`config.mk`:
```
export PLATFORM = sky130hd
export DESIGN_NAME = bsr_stage
export DESIGN_NICKNAME = d
export VERILOG_FILES = /design/src/rtl/bsr_pkg.sv /design/src/rtl/bsr_cfg_hold.sv /design/src/rtl/bsr_pick.sv /design/src/rtl/bsr_set_alu.sv /design/src/rtl/bsr_stage.sv
export SDC_FILE = /design/constraint.sdc
export NUM_CORES = 1
export LEC_CHECK = 0
export BUFFER_PORTS_ARGS = -buffer_cell sky130_fd_sc_hd__buf_2
export CAP_MARGIN = 20
export CORE_UTILIZATION = 40
export DETAILED_ROUTE_END_ITERATION = 6
export HOLD_SLACK_MARGIN = 0.05
export RECOVER_POWER = 50
export SLEW_MARGIN = 20
export SYNTH_ARGS = -nofsm -noshare
export SYNTH_HDL_FRONTEND = slang
export SYNTH_HIERARCHICAL = 1
export SYNTH_SLANG_ARGS = --single-unit
```
`constraint.sdc`:
```
create_clock -name clk -period 7.15 [get_ports clk]
set_clock_uncertainty 0.1 [all_clocks]
set_input_delay 0 -clock clk [delete_from_list [all_inputs] [get_ports clk]]
set_output_delay 0 -clock clk [all_outputs]
set_load 0.05 [all_outputs]
```
`src/rtl/bsr_pkg.sv`:
```
// Shared encodings for the binary set routing stage.
// Assumes 3-bit codes for every configuration field.
package bsr_pkg;
    localparam int SEL_W    = 3;
    localparam int NSRC_OPD = 4;  // operand sources: lga, lgb, red, med
    localparam int NSRC_OUT = 6;  // output sources: orig, lga, lgb, red, med, set

    typedef enum logic [SEL_W-1:0] {
        SOP_UNION  = 3'b000,
        SOP_INTER  = 3'b001,
        SOP_COMPL  = 3'b010,
        SOP_SUBTR  = 3'b011,
        SOP_XOR    = 3'b100,
        SOP_PASS_A = 3'b101
    } set_op_e;

    localparam logic [SEL_W-1:0] OUT_SEL_SET = 3'b101;

    typedef struct packed {
        logic [SEL_W-1:0] sel_a;
        logic [SEL_W-1:0] sel_b;
        logic [SEL_W-1:0] op;
        logic [SEL_W-1:0] sel_out;
    } stage_cfg_t;
endpackage

```
`src/rtl/bsr_cfg_hold.sv`:
```
// Configuration holder: captures the configuration word on a load beat and
// presents the effective word (the new one on the load beat itself, the
// held one otherwise). Assumes load is asserted only on valid frame starts.
module bsr_cfg_hold
    import bsr_pkg::*;
(
    input  logic       clk,
    input  logic       rst_n,
    input  logic       load,
    input  stage_cfg_t cfg_in,
    output stage_cfg_t cfg_eff
);
    stage_cfg_t held;

    // Capture the configuration on a frame-start load beat.
    always_ff @(posedge clk) begin
        if (!rst_n)
            held <= '0;
        else if (load)
            held <= cfg_in;
    end

    // Forward the new word on the load beat, else the held word.
    always_comb begin
        cfg_eff = load ? cfg_in : held;
    end

    // held configuration only moves on a load beat
    a_r8_hold_stable: assert property (@(posedge clk) disable iff (!rst_n)
        !load |=> $stable(held));
endmodule

```
`src/rtl/bsr_pick.sv`:
```
// Source selector: returns source number sel of NSRC candidates, or all
// zeros for a code at or above NSRC. Assumes NSRC fits in SEL_W bits.
module bsr_pick #(
    parameter int W     = 4,
    parameter int NSRC  = 4,
    parameter int SEL_W = 3
) (
    input  logic [NSRC-1:0][W-1:0] src,
    input  logic [SEL_W-1:0]       sel,
    output logic [W-1:0]           dout
);
    // Match the code against each source index; unmatched codes give zero.
    always_comb begin
        dout = '0;
        for (int i = 0; i < NSRC; i++) begin
            if (sel == SEL_W'(i))
                dout = src[i];
        end
    end
endmodule

```
`src/rtl/bsr_set_alu.sv`:
```
// Set-algebra element: bitwise union, intersection, complement of A,
// A minus B, XOR or pass A. Unassigned codes give zero. Purely combinational.
module bsr_set_alu
    import bsr_pkg::*;
#(
    parameter int W = 4
) (
    input  logic [W-1:0]     opa,
    input  logic [W-1:0]     opb,
    input  logic [SEL_W-1:0] op,
    output logic [W-1:0]     res
);
    // Decode the set function.
    always_comb begin
        case (op)
            SOP_UNION:  res = opa | opb;
            SOP_INTER:  res = opa & opb;
            SOP_COMPL:  res = ~opa;
            SOP_SUBTR:  res = opa & ~opb;
            SOP_XOR:    res = opa ^ opb;
            SOP_PASS_A: res = opa;
            default:    res = '0;
        endcase
    end
endmodule

```
`src/rtl/bsr_stage.sv`:
```
// Binary set routing stage: picks two operands from the unit's internal
// results, applies a set function and routes one source to the output
// through a single register. The configuration is taken only on valid
// frame-start beats. Assumes upstream results are already time-aligned.
module bsr_stage
    import bsr_pkg::*;
#(
    parameter int PIX_W = 4
) (
    input  logic             clk,
    input  logic             rst_n,
    input  logic             in_valid,
    input  logic             in_sol,
    input  logic             in_sof,
    input  logic [PIX_W-1:0] pix_orig,
    input  logic [PIX_W-1:0] pix_lga,
    input  logic [PIX_W-1:0] pix_lgb,
    input  logic [PIX_W-1:0] pix_red,
    input  logic [PIX_W-1:0] pix_med,
    input  logic [2:0]       cfg_sel_a,
    input  logic [2:0]       cfg_sel_b,
    input  logic [2:0]       cfg_op,
    input  logic [2:0]       cfg_sel_out,
    output logic             out_valid,
    output logic             out_sol,
    output logic             out_sof,
    output logic [PIX_W-1:0] out_pix
);
    stage_cfg_t cfg_new, cfg_eff;
    logic       cfg_load;
    logic [NSRC_OPD-1:0][PIX_W-1:0] opd_src;
    logic [NSRC_OUT-1:0][PIX_W-1:0] out_src;
    logic [PIX_W-1:0] opa, opb, set_res, routed;

    // Gather the configuration fields and the load condition.
    always_comb begin
        cfg_new  = '{sel_a: cfg_sel_a, sel_b: cfg_sel_b,
                     op: cfg_op, sel_out: cfg_sel_out};
        cfg_load = in_valid & in_sof;
    end

    bsr_cfg_hold u_cfg (
        .clk(clk), .rst_n(rst_n), .load(cfg_load),
        .cfg_in(cfg_new), .cfg_eff(cfg_eff)
    );

    // Order the candidate sources to match the select codes.
    always_comb begin
        opd_src = {pix_med, pix_red, pix_lgb, pix_lga};
        out_src = {set_res, pix_med, pix_red, pix_lgb, pix_lga, pix_orig};
    end

    bsr_pick #(.W(PIX_W), .NSRC(NSRC_OPD), .SEL_W(SEL_W)) u_pick_a (
        .src(opd_src), .sel(cfg_eff.sel_a), .dout(opa)
    );
    bsr_pick #(.W(PIX_W), .NSRC(NSRC_OPD), .SEL_W(SEL_W)) u_pick_b (
        .src(opd_src), .sel(cfg_eff.sel_b), .dout(opb)
    );
    bsr_set_alu #(.W(PIX_W)) u_alu (
        .opa(opa), .opb(opb), .op(cfg_eff.op), .res(set_res)
    );
    bsr_pick #(.W(PIX_W), .NSRC(NSRC_OUT), .SEL_W(SEL_W)) u_pick_out (
        .src(out_src), .sel(cfg_eff.sel_out), .dout(routed)
    );

    // Output register: data gated by valid, flags delayed as they arrive.
    always_ff @(posedge clk) begin
        if (!rst_n) begin
            out_valid <= 1'b0;
            out_sol   <= 1'b0;
            out_sof   <= 1'b0;
            out_pix   <= '0;
        end else begin
            out_valid <= in_valid;
            out_sol   <= in_sol;
            out_sof   <= in_sof;
            out_pix   <= in_valid ? routed : '0;
        end
    end

    // flags are delayed by exactly one cycle
    a_r2_flag_delay: assert property (@(posedge clk) disable iff (!rst_n)
        $past(rst_n) |-> (out_valid == $past(in_valid)) &&
                         (out_sol == $past(in_sol)) && (out_sof == $past(in_sof)));
    // idle beats carry no data
    a_r3_idle_zero: assert property (@(posedge clk) disable iff (!rst_n)
        !out_valid |-> out_pix == '0);
    // unassigned output codes give zero
    a_r7_unassigned_out: assert property (@(posedge clk) disable iff (!rst_n)
        (in_valid && cfg_eff.sel_out > OUT_SEL_SET) |=> out_pix == '0);
    // an intersection routed out never sets a bit outside operand A
    a_r4_inter_subset: assert property (@(posedge clk) disable iff (!rst_n)
        (in_valid && cfg_eff.sel_out == OUT_SEL_SET && cfg_eff.op == SOP_INTER)
        |=> (out_pix & ~$past(opa)) == '0);
endmodule

```
== Yosys cells after proc, flatten, opt, wreduce, memory -nomap -nowiden ==
Cells that the tools add are included.

* Equality and inequality tests: 16
* Muxes and demuxes: 16
* Bitwise gates (word level): 7
* Reduce and logical (&&, ||, !) cells: 5

{| class="wikitable"
|+ Operators with widths
! operator !! number
|-
| $mux 4 || 14
|-
| $eq 3x2->1 const B || 8
|-
| $pmux 4 s6 || 1
|-
| $eq 3x1->1 const B || 4
|-
| $eq 3x3->1 const B || 4
|-
| $logic_not 3->1 || 4
|-
| $mux 12 || 1
|-
| $and 4x4->4 || 2
|-
| $not 4->4 || 2
|-
| $or 4x4->4 || 1
|-
| $xor 4x4->4 || 1
|-
| $reduce_and 2->1 || 1
|-
| $and 1x1->1 || 1
|}

* Register bits after elaboration: 19
* Input bits: 37
* Output and inout port bits: 7
* Logic and storage cells: 52

== Depth between registers and ports, before layout ==
Gate-level depths: netlist of the first run.

* Depth after elaboration: 11
* Mapped depth: 14
* Gate-level depth less buffers: 13

== Modules after synthesis ==
The synthesis of the first run kept the hierarchy.

{| class="wikitable"
|+ Modules (own cells, without submodules)
! module !! instances !! cells each !! area each (µm²) !! seq. area each (µm²)
|-
| bsr_cfg_hold || 1 || 38 || 508.0 || 240.2
|-
| bsr_set_alu || 1 || 45 || 286.5 || 0.0
|-
| bsr_pick (u_pick_a ...) || 2 || 8 || 122.6 || 0.0
|-
| bsr_pick (u_pick_out) || 1 || 23 || 205.2 || 0.0
|-
| bsr_stage || 1 || 15 || 193.9 || 140.1
|}

== Least setup slack after synthesis of the first run ==
Ideal clock, no wire load.

* Kind: input port to flip-flop
* Start point: input in_valid
* End point: register out_pix[3]
* Setup time: 0.115 ns
* Arrival time: 2.422 ns
* Data required time: 6.935 ns
* Setup slack: 4.512 ns
* Stages: 14
* Path buffers: 1
* Path through: and2_1 buf_6 mux2_4 mux4_1 nor2b_1 inv_1 ha_1 nand2_1 o21ai_0 a221o_1 mux2i_1 o21a_1 a221oi_1 and3_1

{| class="wikitable"
|+ RTL lines
! what !! line !! source
|-
| start: declaration || bsr_stage.sv:12 || <nowiki>input logic in_valid,</nowiki>
|-
| end signal: assignment || bsr_stage.sv:77 || <nowiki>out_pix <= in_valid ? routed : '0;</nowiki>
|-
| end: declaration || bsr_stage.sv:27 || <nowiki>output logic [PIX_W-1:0] out_pix</nowiki>
|}

==> results.json, run 1 <==
{
  "status": "completed",
  "grt_use_total_pct": 19.09,
  "rsz0062_at_grt": "false",
  "fillers": 320,
  "cts_sinks": 19,
  "cts_buffers": 3,
  "cts_root_buffer": "clkbuf_4",
  "startpoint_type": "primary input",
  "dr.pass1.iters": 4,
  "pre_cts_ws_ns": 3.719,
  "worst_ep_arrival_time_ns": 3.92,
  "clockBufferDepth": 2,
  "drive_gt1_share_pct": 30.41,
  "htreeDepth": 1,
  "numPortBuffers": 43,
  "comb_power_share_pct": 39.6,
  "pwr_density_cell_nw_per_um2": 151.8,
  "grt_pass1_wl_mm": 5.237,
  "power_frac_clock_pct": 19.9,
  "synthCells": 137,
  "drt_wl_total_mm": 3.349,
  "max_freq_mhz": 262.4,
  "syn_avg_cell_area_um2": 10.50,
  "hold_viol_final": 0,
  "post-route-min-period_ns": 3.811,
  "required_ns": 7.26,
  "die_x_um": 61.98,
  "holdCritPathClass": "in -> reg",
  "synthesis.nets": 178,
  "leakage_nw": 0.7949,
  "peakVddDrop_mv": 0.1171,
  "die_area_um2": 3841,
  "sequentialPowerShare_pct": 40.5,
  "drv_cap": 0,
  "drt_iter0_markers": 87,
  "cts_tree": "yes",
  "switching_share_pct": 32.60,
  "insertion_delay_ns": 0.30,
  "drv_slew": 0,
  "finalSetupViolCount": 0,
  "rows": 21,
  "syn_area_um2": 1439,
  "antenna_left": 0,
  "coreArea_um2": 3390,
  "finalSetupTns_ns": 0,
  "worstPathMaxFanout": 12,
  "setup_slack_ns": 3.339,
  "grt_max_degree": 20,
  "diodes": 0,
  "critPathCaptureType": "flip-flop",
  "crit_type": "in -> reg",
  "antenna_found_initial": 0,
  "yosys_warnings": 6,
  "syn2layout_area_growth_pct": 27.65,
  "initial_core_util_pct": 42.45,
  "p_switching_w": 0.00009091,
  "ys_ff_latch": 19,
  "worstMarginPinSlew_ns": 0.9851,
  "grt_pass1_vias": 1171,
  "path_cells": "dlygate4sd3_1 > buf_2 > and2_0 > mux2_2 > mux4_1 > nor2b_1 > inv_1 > ha_1 > nand2_1 > o21ai_0 > a221o_1 > mux2i_1 > o21a_1 > a221oi_1 > and3_1",
  "drc": 0,
  "critPathSlowestCell": "and2_0",
  "post_drt_wl_per_cell_um": 13.95,
  "finalCritPeriodShare_pct": 53.30,
  "clkTransAtPathRegs_ns": 0.11,
  "dp_hpwl_mm": 2.538,
  "gp_congestion": 0.8007,
  "vias": 1266,
  "layout.nets": 236,
  "p_int_w": 0.0001879,
  "fp.dieH_um": 61.98,
  "max_slew_margin_pct": 34.29,
  "critPathMaxStageDelay_ns": 0.78,
  "power_w": 0.0002789,
  "ys_seq_area_share_pct": 26.43,
  "via_per_inst": 5.275,
  "synth_cell_types": 28,
  "io_pins": 44,
  "grt-ovfl-total": 0
}
cells in the mapped netlist, drive strengths merged:
master	number	area, um^2
a221o	4	40.04
a221oi	4	35.03
and2	16	108.9
and2b	1	8.760
and3	4	25.02
buf	4	38.78
clkbuf	2	8.750
dfxtp	19	380.4
ha	4	50.05
inv	9	33.78
mux2	12	172.7
mux2i	13	130.1
mux4	8	195.2
nand2	3	11.26
nand2b	1	6.260
nand3b	4	30.03
nor2	6	22.52
nor2b	8	50.05
nor4b	1	8.760
o211ai	1	7.510
o21a	4	30.03
o21ai	9	45.04
what timing repair did:
action                                  in CTS  in global routing
hold buffers                                16                  0
endpoints found under the setup margin       0                  0
buffers inserted                             0                  0
resized for setup                            0                  0
endpoints found under the hold margin       19                  0
state kept, by name (all words and copies together) (netlist names):
register and count:
out_pix 4, out_sof 1, out_sol 1, out_valid 1, u_cfg/held 12
kinds of logic (layout without fill, tap and decap cells):
kind of cell             after synthesis  after routing  synth area share (%)
AO/OA/AOI/OAI                         22             22                 10.96
AND/OR/NAND/NOR                       44             44                 18.87
adder cells (fa/ha/maj)                4              4                 3.478
multiplexers                          33             33                 34.61
flip-flops                            19             19                 26.43
buffers and inverters                 15             72                 5.651
area by class of cell:
class,count,area (um^2),share of cell area (%)
Clock buffer,3,22.52,1.226
Tap cell,46,57.56,3.134
Multi-Input combinational cell,103,969.7,52.79
Timing Repair Buffer,59,365.4,19.89
Clock inverter,1,7.507,0.4087
Sequential cell,19,380.4,20.71
Inverter,9,33.78,1.839
worst paths after layout:
| kind | startpoint | end | slack [ns] | cells past startpoint |
|---|---|---|---|---|
| min reg2reg | u_cfg/held[8] | u_cfg/held[8] | 0.55 | 2 |
| max | in_valid | out_pix[3] | 3.34 | 15 |
| min | cfg_op[0] | u_cfg/held[3] | 0.06 | 3 |
| max reg2reg | u_cfg/held[9] | out_pix[3] | 4.34 | 12 |
per-stage QoR:
step                      utilization [%]  cells  area, um^2  hold WS, ns
after global routing                54.19    240        1837      0.08693
after global placement              49.10    220        1664       0.1196
final                               54.19    240        1837      0.06371
after CTS                           54.71    240        1854      0.05517
after detailed placement            49.10    220        1664       0.1263
after floorplan                         -    137        1439      0.02171
power by group through the flow:
stage                logic, W  registers, W  clock network, W
floorplan           0.0000706      0.000124                 0
global placement     0.000103      0.000115                 0
detailed placement   0.000105      0.000115                 0
CTS                  0.000112      0.000113         0.0000580
global route         0.000122      0.000113         0.0000621
finish               0.000110      0.000113         0.0000555
worst max-delay path, delay by kind of cell:
kind,cells,cell delay [ns]
AND/OR/NAND/NOR,4,1.27
adder cells (fa/ha/maj),1,0.29
buffers and inverters,3,0.73
multiplexers,3,1.02
AO/OA/AOI/OAI,4,0.61
layer usage:
layer	GRT usage (%)	vias up	wire [um]
met3	2.484	4	159
met1	26.15	605	1596
met5	0	-	0
met4	6.349	0	26
met2	31.00	39	1566
li1	-	618	-
placed cells by master (no fill, tap or decap), types with 4 or more instances in the layout:
master,count
a221o_1,4
a221oi_1,4
and2_1,10
and3_1,4
buf_2,35
clkbuf_1,8
dfxtp_1,19
dlygate4sd3_1,16
ha_1,4
inv_1,9
mux2_4,8
mux2i_1,13
mux4_1,4
mux4_2,4
nand3b_1,4
nor2_1,6
nor2b_1,8
o21a_1,4
o21ai_0,9
No activity file was read; power rests on OpenSTA's default activity.
==> run 2, diff against run 1 <==
Clock period 7.15 ns to 3.72 ns, I/O delays scaled along.
==> results.json, run 2 (synthesis results as in run 1) <==
{
  "cts_setup_buffers": 0,
  "numPortBuffers": 43,
  "htreeDepth": 1,
  "worstPathMaxFanout": 6,
  "r2r_setup_slack_ns": 0.82,
  "finalSetupViolCount": 0,
  "min_to": "u_cfg/held[5]",
  "drive_gt1_share_pct": 30.93,
  "coreArea_um2": 3390,
  "fin_hold_ws_ns": 0.05685,
  "hold_viol_final": 0,
  "required_ns": 3.85,
  "diodes": 0,
  "clkTransAtPathRegs_ns": 0.13,
  "drt_iter0_markers": 72,
  "rows": 21,
  "vias": 1304,
  "rsz0062_at_grt": "false",
  "die_area_um2": 3841,
  "grt_pass1_vias": 1217,
  "critPathMaxStageDelay_ns": 0.52,
  "layout.nets": 236,
  "mostFrequentLayoutCell": "buf_2",
  "dr.pass1.iters": 4,
  "finalSetupTns_ns": 0,
  "hold_path_depth": 3,
  "critPathCaptureType": "flip-flop",
  "dp_hpwl_mm": 2.725,
  "hold_path.startpoint": "cfg_op[2]",
  "max_freq_mhz": 293.0,
  "post_drt_wl_per_cell_um": 14.99,
  "fillers": 318,
  "setup_slack_ns": 0.3065,
  "critPathSlowestCell": "dlygate4sd3_1",
  "r2r-start": "u_cfg/held[6]",
  "cpLargestDelayFamily": "multiplexers",
  "seq_area_um2": 380.4,
  "largest_register": "u_cfg/held",
  "max_slew_margin_pct": 56.56,
  "via_per_inst": 5.433,
  "grt_max_degree": 20,
  "drv_cap": 0,
  "path_cells": "dlygate4sd3_1 > buf_2 > and2_0 > mux2_1 > mux4_1 > nor2b_1 > inv_1 > ha_1 > nand2_1 > o21ai_0 > a221o_1 > mux2i_1 > o21a_1 > a221oi_1 > and3_1",
  "drv_slew": 0,
  "drc": 0,
  "drt_wl_total_mm": 3.598,
  "layout_common_cells": "35 x buf_2, 19 x dfxtp_1, 15 x dlygate4sd3_1",
  "top_regs": "u_cfg/held: 12 flops, out_pix: 4 flops",
  "multiInputGateArea_um2": 969.7,
  "post-route-min-period_ns": 3.414,
  "initial_core_util_pct": 42.45,
  "worstRegToRegCells": 12,
  "gp_congestion": 0.8618,
  "status": "completed",
  "antenna_found_initial": 0,
  "largest_register_ffs": 12,
  "insertion_delay_ns": 0.31,
  "pre_cts_ws_ns": 0.6098,
  "cts_root_buffer": "clkbuf_4",
  "cp_num_buf_inv": 3,
  "crit_type": "in -> reg",
  "peakVddDrop_mv": 0.2007,
  "fp.dieH_um": 61.98,
  "pwr_density_cell_nw_per_um2": 298.0,
  "syn2layout_area_growth_pct": 27.48,
  "worstMarginPinSlew_ns": 0.6516,
  "die_x_um": 61.98,
  "startpoint_type": "primary input",
  "leakage_nw": 0.7959,
  "antenna_left": 0,
  "timing.rr.end": "out_pix[3]",
  "grt-ovfl-total": 0,
  "cts_tree": "yes",
  "grt_use_total_pct": 19.90,
  "holdCritPathClass": "in -> reg",
  "clockBufferDepth": 2,
  "cts_buffers": 3,
  "finalCritPeriodShare_pct": 91.76,
  "cts_sinks": 19,
  "grt_pass1_wl_mm": 5.506,
  "io_pins": 44,
  "worst_ep_arrival_time_ns": 3.54
}
[run 2: cell count changes in the layout (fill, tap and decap cells not counted), sizes merged]
cell         delta
buf             +1
dlygate4sd3     -1
[run 2: worst max path at each step]
stage	from	end	slack (ns)	depth (start not counted)
after floorplan	in_valid	out_pix[3]	1.08	14
after global placement	in_valid	out_pix[3]	0.66	14
after detailed placement	in_valid	out_pix[3]	0.61	14
after CTS	in_valid	out_pix[3]	0.42	15
after global routing	in_valid	out_pix[3]	0.16	15
final	in_valid	out_pix[3]	0.31	15
[run 2: report_power, final]
group          switching (W)  internal, W
combinational       0.000110     0.000106
clock              0.0000721    0.0000411
sequential        0.00000278     0.000214
total               0.000185     0.000362
[run 2: metrics by stage]
step,power (W),cell area (um^2),utilization (%),instances
floorplan,0.0003743,1439,-,137
global placement,0.0004209,1672,49.32,221
detailed placement,0.0004268,1672,49.32,221
CTS,0.0005533,1852,54.63,240
global route,0.0005837,1834,54.12,240
finish,0.0005467,1834,54.12,240
[run 2: area by class of cell]
cell class                 count  share of cell area (%)
multi-input combinational    103                   52.86
sequential                    19                   20.74
timing repair buffer          59                   19.78
tap                           46                   3.138
inverter                       9                   1.842
clock buffer                   3                   1.228
clock inverter                 1                  0.4093
[run 2: tightest hold or removal path: cells and delay by family]
kind / cells / cell delay (ns)
and+or+nand+nor: 1 / 0.13
muxes: 1 / 0.21
buffers and inverters: 1 / 0.09
[run 2: metal layers]
| layer | vias to the layer above | part of all wire, % | global-route usage [%] |
|---|---|---|---|
| li1 | 622 | - | - |
| met1 | 627 | 46 | 26.62 |
| met2 | 49 | 46 | 30.85 |
| met3 | 6 | 6.1 | 4.348 |
| met4 | 0 | 1.6 | 8.571 |
| met5 | - | 0 | 0 |
[run 2: what timing repair did]
action / 4_1_cts / 5_1_grt
setup endpoints to repair: 0 / 0
endpoints found under the hold margin: 19 / 0
gates resized for setup: 0 / 0
hold buffers: 15 / 0
